[src/rtl/nmx_pkg.sv]
`timescale 1ns/1ps
package nmx_pkg;

    localparam int WS_W  = 4;
    localparam int LEN_W = WS_W + 1;

    typedef enum logic [2:0] {
        ST_IDLE,
        ST_RW,
        ST_ADDR,
        ST_STROBE,
        ST_HOLD
    } nmx_state_e;

    typedef struct packed {
        logic            rd;
        logic [WS_W-1:0] ws;
    } nmx_ctl_t;

    function automatic logic [LEN_W-1:0] strobe_len(input logic [WS_W-1:0] ws);
        return LEN_W'(ws) + LEN_W'(2);
    endfunction

endpackage

[src/rtl/nmx_phase.sv]
`timescale 1ns/1ps
module nmx_phase #(
    parameter int GAP_W = 6
) (
    input  logic clk,
    input  logic rst,
    input  logic bclk_en,
    output logic pre_edge
);
    logic [GAP_W-1:0] gap_q;
    logic [GAP_W-1:0] per_q;

    always_ff @(posedge clk) begin
        if (rst) begin
            gap_q <= '0;
            per_q <= '0;
        end else if (bclk_en) begin
            per_q <= gap_q;
            gap_q <= GAP_W'(1);
        end else if (gap_q != '1) begin
            gap_q <= gap_q + GAP_W'(1);
        end
    end

    assign pre_edge = !bclk_en && (per_q > GAP_W'(1)) && (gap_q == per_q - GAP_W'(1));

    // the spacing counter restarts on every bus-clock strobe
    p_gap_restart_r2: assert property (@(posedge clk) disable iff (rst)
        bclk_en |=> (gap_q == GAP_W'(1)));

endmodule

[src/rtl/nmx_ws_bank.sv]
`timescale 1ns/1ps
module nmx_ws_bank
    import nmx_pkg::*;
#(
    parameter int NCS    = 8,
    parameter int CSW    = 3,
    parameter int WS_RST = 0
) (
    input  logic            clk,
    input  logic            rst,
    input  logic            we,
    input  logic [CSW-1:0]  wsel,
    input  logic [WS_W-1:0] wval,
    input  logic [CSW-1:0]  rsel,
    output logic [WS_W-1:0] rval
);
    logic [WS_W-1:0] ws_q [NCS];

    for (genvar i = 0; i < NCS; i++) begin : g_entry
        always_ff @(posedge clk) begin
            if (rst) begin
                ws_q[i] <= WS_W'(WS_RST);
            end else if (we && (wsel == CSW'(i))) begin
                ws_q[i] <= wval;
            end
        end
    end

    always_comb begin
        rval = '0;
        for (int i = 0; i < NCS; i++) begin
            if (rsel == CSW'(i)) rval = ws_q[i];
        end
    end

    // a configuration write lands in the addressed entry
    p_cfg_write_r2: assert property (@(posedge clk) disable iff (rst)
        (we && (int'(wsel) < NCS)) |=> (ws_q[$past(wsel)] == $past(wval)));

endmodule

[src/rtl/nmx_seq.sv]
`timescale 1ns/1ps
module nmx_seq
    import nmx_pkg::*;
#(
    parameter int NCS = 8,
    parameter int CSW = 3,
    parameter int AW  = 20,
    parameter int DW  = 16
) (
    input  logic            clk,
    input  logic            rst,
    input  logic            bclk_en,
    input  logic            pre_edge,
    input  logic            req_valid,
    input  logic            req_rd,
    input  logic [CSW-1:0]  req_cs,
    input  logic [AW-1:0]   req_addr,
    input  logic [DW-1:0]   req_wdata,
    input  logic [WS_W-1:0] req_ws,
    output logic            idle,
    output logic            done,
    output logic [DW-1:0]   rdata,
    output logic [NCS-1:0]  cs_n,
    output logic            oe_n,
    output logic            rw,
    output logic [AW-1:0]   addr,
    output logic [DW-1:0]   dout,
    output logic            dout_en,
    input  logic [DW-1:0]   din
);
    nmx_state_e       st_q;
    nmx_ctl_t         ctl_q;
    logic [CSW-1:0]   cs_q;
    logic [AW-1:0]    addr_q;
    logic [DW-1:0]    wdata_q;
    logic [LEN_W-1:0] len_q;
    logic [NCS-1:0]   cs_dec;

    logic [NCS-1:0]   cs_n_q;
    logic             oe_n_q;
    logic             rw_q;
    logic [AW-1:0]    addr_o;
    logic [DW-1:0]    dout_o;
    logic             den_q;
    logic             done_q;
    logic [DW-1:0]    rdata_q;

    for (genvar i = 0; i < NCS; i++) begin : g_dec
        assign cs_dec[i] = (cs_q == CSW'(i));
    end

    wire last_period = (len_q == LEN_W'(1));

    always_ff @(posedge clk) begin
        if (rst) begin
            st_q    <= ST_IDLE;
            ctl_q   <= '0;
            cs_q    <= '0;
            addr_q  <= '0;
            wdata_q <= '0;
            len_q   <= '0;
            cs_n_q  <= '1;
            oe_n_q  <= 1'b1;
            rw_q    <= 1'b1;
            addr_o  <= '0;
            dout_o  <= '0;
            den_q   <= 1'b0;
            done_q  <= 1'b0;
            rdata_q <= '0;
        end else begin
            done_q <= 1'b0;
            unique case (st_q)
                ST_IDLE: begin
                    if (req_valid) begin
                        ctl_q   <= '{rd: req_rd, ws: req_ws};
                        cs_q    <= req_cs;
                        addr_q  <= req_addr;
                        wdata_q <= req_wdata;
                        rw_q    <= req_rd;
                        st_q    <= ST_RW;
                    end
                end
                ST_RW: begin
                    if (bclk_en) begin
                        addr_o <= addr_q;
                        dout_o <= wdata_q;
                        den_q  <= !ctl_q.rd;
                        st_q   <= ST_ADDR;
                    end
                end
                ST_ADDR: begin
                    if (bclk_en) begin
                        cs_n_q <= ~cs_dec;
                        oe_n_q <= !ctl_q.rd;
                        len_q  <= strobe_len(ctl_q.ws);
                        st_q   <= ST_STROBE;
                    end
                end
                ST_STROBE: begin
                    if (bclk_en) begin
                        if (last_period) begin
                            cs_n_q <= '1;
                            oe_n_q <= 1'b1;
                            done_q <= 1'b1;
                            st_q   <= ST_HOLD;
                            if (ctl_q.rd && !oe_n_q) rdata_q <= din;
                        end else begin
                            len_q <= len_q - LEN_W'(1);
                        end
                    end else if (pre_edge && last_period && ctl_q.rd) begin
                        oe_n_q  <= 1'b1;
                        rdata_q <= din;
                    end
                end
                ST_HOLD: begin
                    den_q <= 1'b0;
                    rw_q  <= 1'b1;
                    st_q  <= ST_IDLE;
                end
                default: st_q <= ST_IDLE;
            endcase
        end
    end

    assign idle    = (st_q == ST_IDLE);
    assign done    = done_q;
    assign rdata   = rdata_q;
    assign cs_n    = cs_n_q;
    assign oe_n    = oe_n_q;
    assign rw      = rw_q;
    assign addr    = addr_o;
    assign dout    = dout_o;
    assign dout_en = den_q;

    wire cs_act = ~&cs_n_q;

    // never more than one chip select low
    p_cs_single_r1: assert property (@(posedge clk) disable iff (rst)
        $countones(~cs_n_q) <= 1);

    // address and direction frozen through the strobe and the hold cycle
    p_hold_stable_r5: assert property (@(posedge clk) disable iff (rst)
        (cs_act || $past(cs_act)) |-> ($stable(addr_o) && $stable(rw_q)));

    // output enable only inside a read strobe
    p_oe_read_only_r6: assert property (@(posedge clk) disable iff (rst)
        !oe_n_q |-> (ctl_q.rd && cs_act));

    // data driver only on writes
    p_dout_write_r4: assert property (@(posedge clk) disable iff (rst)
        den_q |-> !rw_q);

    // completion is a single-cycle pulse
    p_done_pulse_r7: assert property (@(posedge clk) disable iff (rst)
        done_q |=> !done_q);

    // a latched request is not disturbed while busy
    p_busy_latch_r8: assert property (@(posedge clk) disable iff (rst)
        (st_q != ST_IDLE) |=> ($stable(addr_q) && $stable(cs_q) && $stable(ctl_q)));

endmodule

[src/rtl/nmx_bus_master.sv]
`timescale 1ns/1ps
module nmx_bus_master
    import nmx_pkg::*;
#(
    parameter int NCS    = 8,
    parameter int CSW    = (NCS > 1) ? $clog2(NCS) : 1,
    parameter int AW     = 20,
    parameter int DW     = 16,
    parameter int GAP_W  = 6,
    parameter int WS_RST = 0
) (
    input  logic            clk,
    input  logic            rst,
    input  logic            bclk_en,
    input  logic            cfg_we,
    input  logic [CSW-1:0]  cfg_sel,
    input  logic [WS_W-1:0] cfg_ws,
    input  logic            req_valid,
    input  logic            req_rd,
    input  logic [CSW-1:0]  req_cs,
    input  logic [AW-1:0]   req_addr,
    input  logic [DW-1:0]   req_wdata,
    output logic            req_idle,
    output logic            rsp_done,
    output logic [DW-1:0]   rsp_rdata,
    output logic [NCS-1:0]  bus_cs_n,
    output logic            bus_oe_n,
    output logic            bus_rw,
    output logic [AW-1:0]   bus_addr,
    output logic [DW-1:0]   bus_dout,
    output logic            bus_dout_en,
    input  logic [DW-1:0]   bus_din
);
    logic [WS_W-1:0] sel_ws;
    logic            pre_edge;

    nmx_ws_bank #(.NCS(NCS), .CSW(CSW), .WS_RST(WS_RST)) u_bank (
        .clk  (clk),
        .rst  (rst),
        .we   (cfg_we),
        .wsel (cfg_sel),
        .wval (cfg_ws),
        .rsel (req_cs),
        .rval (sel_ws)
    );

    nmx_phase #(.GAP_W(GAP_W)) u_phase (
        .clk      (clk),
        .rst      (rst),
        .bclk_en  (bclk_en),
        .pre_edge (pre_edge)
    );

    nmx_seq #(.NCS(NCS), .CSW(CSW), .AW(AW), .DW(DW)) u_seq (
        .clk       (clk),
        .rst       (rst),
        .bclk_en   (bclk_en),
        .pre_edge  (pre_edge),
        .req_valid (req_valid),
        .req_rd    (req_rd),
        .req_cs    (req_cs),
        .req_addr  (req_addr),
        .req_wdata (req_wdata),
        .req_ws    (sel_ws),
        .idle      (req_idle),
        .done      (rsp_done),
        .rdata     (rsp_rdata),
        .cs_n      (bus_cs_n),
        .oe_n      (bus_oe_n),
        .rw        (bus_rw),
        .addr      (bus_addr),
        .dout      (bus_dout),
        .dout_en   (bus_dout_en),
        .din       (bus_din)
    );

    // idle means a quiet bus
    p_idle_quiet_r9: assert property (@(posedge clk) disable iff (rst)
        req_idle |-> ((&bus_cs_n) && bus_oe_n && !bus_dout_en && bus_rw));

endmodule

[config.mk]
export PLATFORM = sky130hd
export DESIGN_NAME = nmx_bus_master
export DESIGN_NICKNAME = d
export VERILOG_FILES = /design/src/rtl/nmx_pkg.sv /design/src/rtl/nmx_phase.sv /design/src/rtl/nmx_ws_bank.sv /design/src/rtl/nmx_seq.sv /design/src/rtl/nmx_bus_master.sv
export SDC_FILE = /design/constraint.sdc
export NUM_CORES = 1
export LEC_CHECK = 0
export BUFFER_PORTS_ARGS = -buffer_cell sky130_fd_sc_hd__buf_4
export CORE_MARGIN = 3
export CORE_UTILIZATION = 55
export CTS_CLUSTER_DIAMETER = 50
export DETAILED_ROUTE_END_ITERATION = 6
export MAX_ROUTING_LAYER = met4
export PLACE_DENSITY = 0.91
export SKIP_LAST_GASP = 1
export SYNTH_ARGS = -nofsm -noshare
export SYNTH_HDL_FRONTEND = slang
export SYNTH_SLANG_ARGS = --single-unit
[constraint.sdc]
create_clock -name clk -period 3.15 [get_ports clk]
set_input_delay 0.315 -clock clk [delete_from_list [all_inputs] [get_ports clk]]
set_output_delay 0.315 -clock clk [all_outputs]
set_load 0.005 [all_outputs]
==> metrics.yaml <==
yosys:
  synthesis.nets: 802
  synth_common_cells: "nand2_1 (164), dfxtp_1 (128), a21oi_1 (87)"
  ys_seq_area_share_pct: 52.7
  netlist.top_cell.by_area: "dfxtp_1"
  synth_area_leaders: "dfxtp_1 (38%), edfxtp_1 (14%), nand2_1 (9.2%)"
  async_reset_ff_share_pct: 0
  ys_ff_latch: 160
  synth_edf_count: 32
  synthFlopType: "dfxtp_1"
  synth.most_common_cell: "nand2_1"
  yosysUniqueCellTypes: 48
  netlist.area_leader.share_pct: 38.3
  synth_warnings: 0
  synth_area_per_cell_sq_um: 9.19
  netlist_area_sq_um: 6690
  syn_inst: 728
placement:
  dp_slack_ps: 759
  dp_hpwl_mm: 9.84
  gp_congestion: 0.846
  place_area_sq_um: 7730
  portBuffers: 132
setup_path:
  critPathMaxFanout: 16
  crit_path_top_delay_cell: "dfxtp_1"
  critPathBufInv: 1
  worstPathRequired_ps: 3490
  cp_top_family: "simple AND/OR/NAND/NOR gates"
  worstSetupStartpointType: "flip-flop"
  critical_path_class: "flip-flop to flip-flop"
  end_kind: "flip-flop"
  worstPathCellList: "nand3b_1 -> nor3_4 -> a21oi_1 -> a221oi_4 -> buf_4 -> mux2i_1"
  arrival_ps: 2740
  cp_slowest_stage_delay_ps: 540
power_and_ir_drop:
  vdd_drop_max_uv: 316
  switching_share_pct: 22.3
  power_density_nw_per_um2: 561
  p_sw_mw: 1.04
  seqPwrFrac_pct: 47.5
  p_leak_nw: 3.24
  comb_power_share_pct: 8.3
  power.total_mw: 4.69
  p_int_mw: 3.64
  clockPowerShare_pct: 44.2
final_layout:
  synthToLayoutAreaGrowth_pct: 24.9
  utilization_pct: 71.6
  final_cell_area_sq_um: 8350
  fin_nets: 915
  drive_gt1_share_pct: 21.4
  diodes: 0
clock_network:
  cts_max_level: 4
  cts_buffers: 17
  cts.sinks: 160
  cts_tree: "yes"
  cts_hold_buffers: 0
  cts_setup_buffers: 0
  clockBufferDepth: 2
  clock_latency_ps: 420
  cts_resized: 0
  clk_pin_slew_ps: 60
  cts-root-buf: "clkbuf_16"
grt:
  grt_max_degree: 78
  antenna_found_initial: 0
  grt_pass1_wl_mm: 23.5
  grt.overflow.total: 0
  grt_pass1_vias: 5131
  grt_use_total_pct: 22.5
job:
  maxCapViolations: 0
timing:
  maxSlewViolCount: 0
  hold_viol_final: 0
  rsz0062_at_grt: "false"
  finalSetupViolations: 0
  min_period_ps: 2390
  min_period_over_period_pct: 75.9
  finalWorstSetupSlack_ps: 758
  fin_tns_setup_ps: 0
  worst_pin_slew_ps: 1190
  finalClockSkew_ps: 6.97
  max_freq_ghz: 0.418
  slew_headroom_pct: 20.7
floorplanning:
  die_area_sq_um: 13500
  core_sq_um: 11700
  io_pins: 133
  row_count: 39
  initial_core_util_pct: 57.3
  die_y_microns: 116
  die_x_microns: 116
routing:
  drc: 0
  drt_wl_total_mm: 14.6
  drt_iter0_markers: 495
  final_antenna_net_count: 0
  routedWlPerCell_microns: 14.6
  num_vias: 5473
  drtPass1Iterations: 5
  routed_via_density: 5.49
worst_hold_path:
  hold_class: "input pin to flip-flop"
outcome:
  status: "finished, final reports clean"
[cell usage in the layout, fill, tap and decap left out, drive strengths merged, types with 3 or more instances in the layout]
master / synthesis / final
mux4: 8 / 8
o21bai: 6 / 6
a21oi: 87 / 87
a211oi: 6 / 6
mux2i: 28 / 28
and2: 35 / 35
nand3b: 3 / 3
inv: 7 / 7
nand3: 7 / 7
dfxtp: 128 / 128
o21ai: 15 / 15
nor3: 13 / 13
xnor2: 6 / 6
nor2: 38 / 38
edfxtp: 32 / 32
and3: 3 / 3
ha: 6 / 6
nor4: 4 / 4
nand2b: 46 / 46
nand4: 6 / 6
clkinv: 0 / 3
nand2: 164 / 164
a31oi: 4 / 4
nor2b: 5 / 5
a221oi: 3 / 3
buf: 4 / 139
clkbuf: 41 / 27
[power groups by stage]
stage	sequential [mW]	clock, mW	combinational, mW
6_report	2.23	2.07	0.387
5_1_grt	2.24	2.18	0.433
4_1_cts	2.23	2.10	0.389
3_5_place_dp	2.27	0	0.386
3_3_place_gp	2.26	0	0.378
2_1_floorplan	2.25	0	0.245
[tightest hold or removal path, cell delays in order]
cell and delay (ps):
buf_4 110, nand2_1 40, a21oi_1 50
[cell type report]
type                       count  area, sq um
sequential                   160         3520
clock buffer                  27          556
tap                          143          179
multi-input combinational    516         2960
timing repair buffer         139         1040
inverter                       7         26.3
fill                         856         3310
clock inverter                 5         63.8
[kinds of logic (layout without fill, tap and decap cells)]
| group | count (synthesis) | count (layout) | synth area share, % |
|---|---|---|---|
| and+or+nand+nor | 334 | 334 | 23.8 |
| DFF | 160 | 160 | 52.7 |
| AOI/OAI and AO/OA | 134 | 134 | 11.6 |
| buffers and inverters | 52 | 178 | 3.09 |
| muxes | 36 | 36 | 6.88 |
| adders and majority gates | 6 | 6 | 1.12 |
| xor gates and xnor gates | 6 | 6 | 0.786 |
[final timing paths]
| kind | start | to | slack (ps) | cells past startpoint |
|---|---|---|---|---|
| hold reg to reg | u_seq.addr_q[10]$_SDFFE_PP0P_ | u_seq.addr[10]$_SDFFE_PP0P_ | 450 | 2 |
| setup / recovery | u_seq.st_q[1]$_SDFFE_PP0P_ | u_seq.rdata[4]$_SDFFE_PP0P_ | 760 | 6 |
| hold / removal | req_addr[6] | u_seq.addr_q[6]$_SDFFE_PP0P_ | 140 | 3 |
| setup reg to reg | u_seq.st_q[1]$_SDFFE_PP0P_ | u_seq.rdata[4]$_SDFFE_PP0P_ | 760 | 6 |
[metal layers]
layer / share of wire, % / vias to the layer above / track usage, % / routed length (microns)
met4: 1.7 / 0 / 8.12 / 249
met3: 5.7 / 26 / 5.18 / 829
met2: 50 / 187 / 37.0 / 7320
li1: - / 2708 / - / -
met1: 42 / 2552 / 27.3 / 6190
met5: 0 / - / - / 0
[stage by stage]
step / hold slack [ps] / std cells
global route: 131 / 997
CTS: 130 / 997
global placement: 437 / 965
detailed placement: 441 / 965
floorplan: 432 / 728
finish: 139 / 997
[sequential cells by signal (all words and copies together) (netlist names), 3 cells and up]
name           count
u_bank.ws_q       32
u_phase.gap_q      6
u_phase.per_q      6
u_seq.addr        20
u_seq.addr_q      20
u_seq.cs_n         8
u_seq.cs_q         3
u_seq.ctl_q        5
u_seq.dout        16
u_seq.len_q        5
u_seq.rdata       16
u_seq.st_q         3
u_seq.wdata_q     16
(Power assumes the default switching activity.)
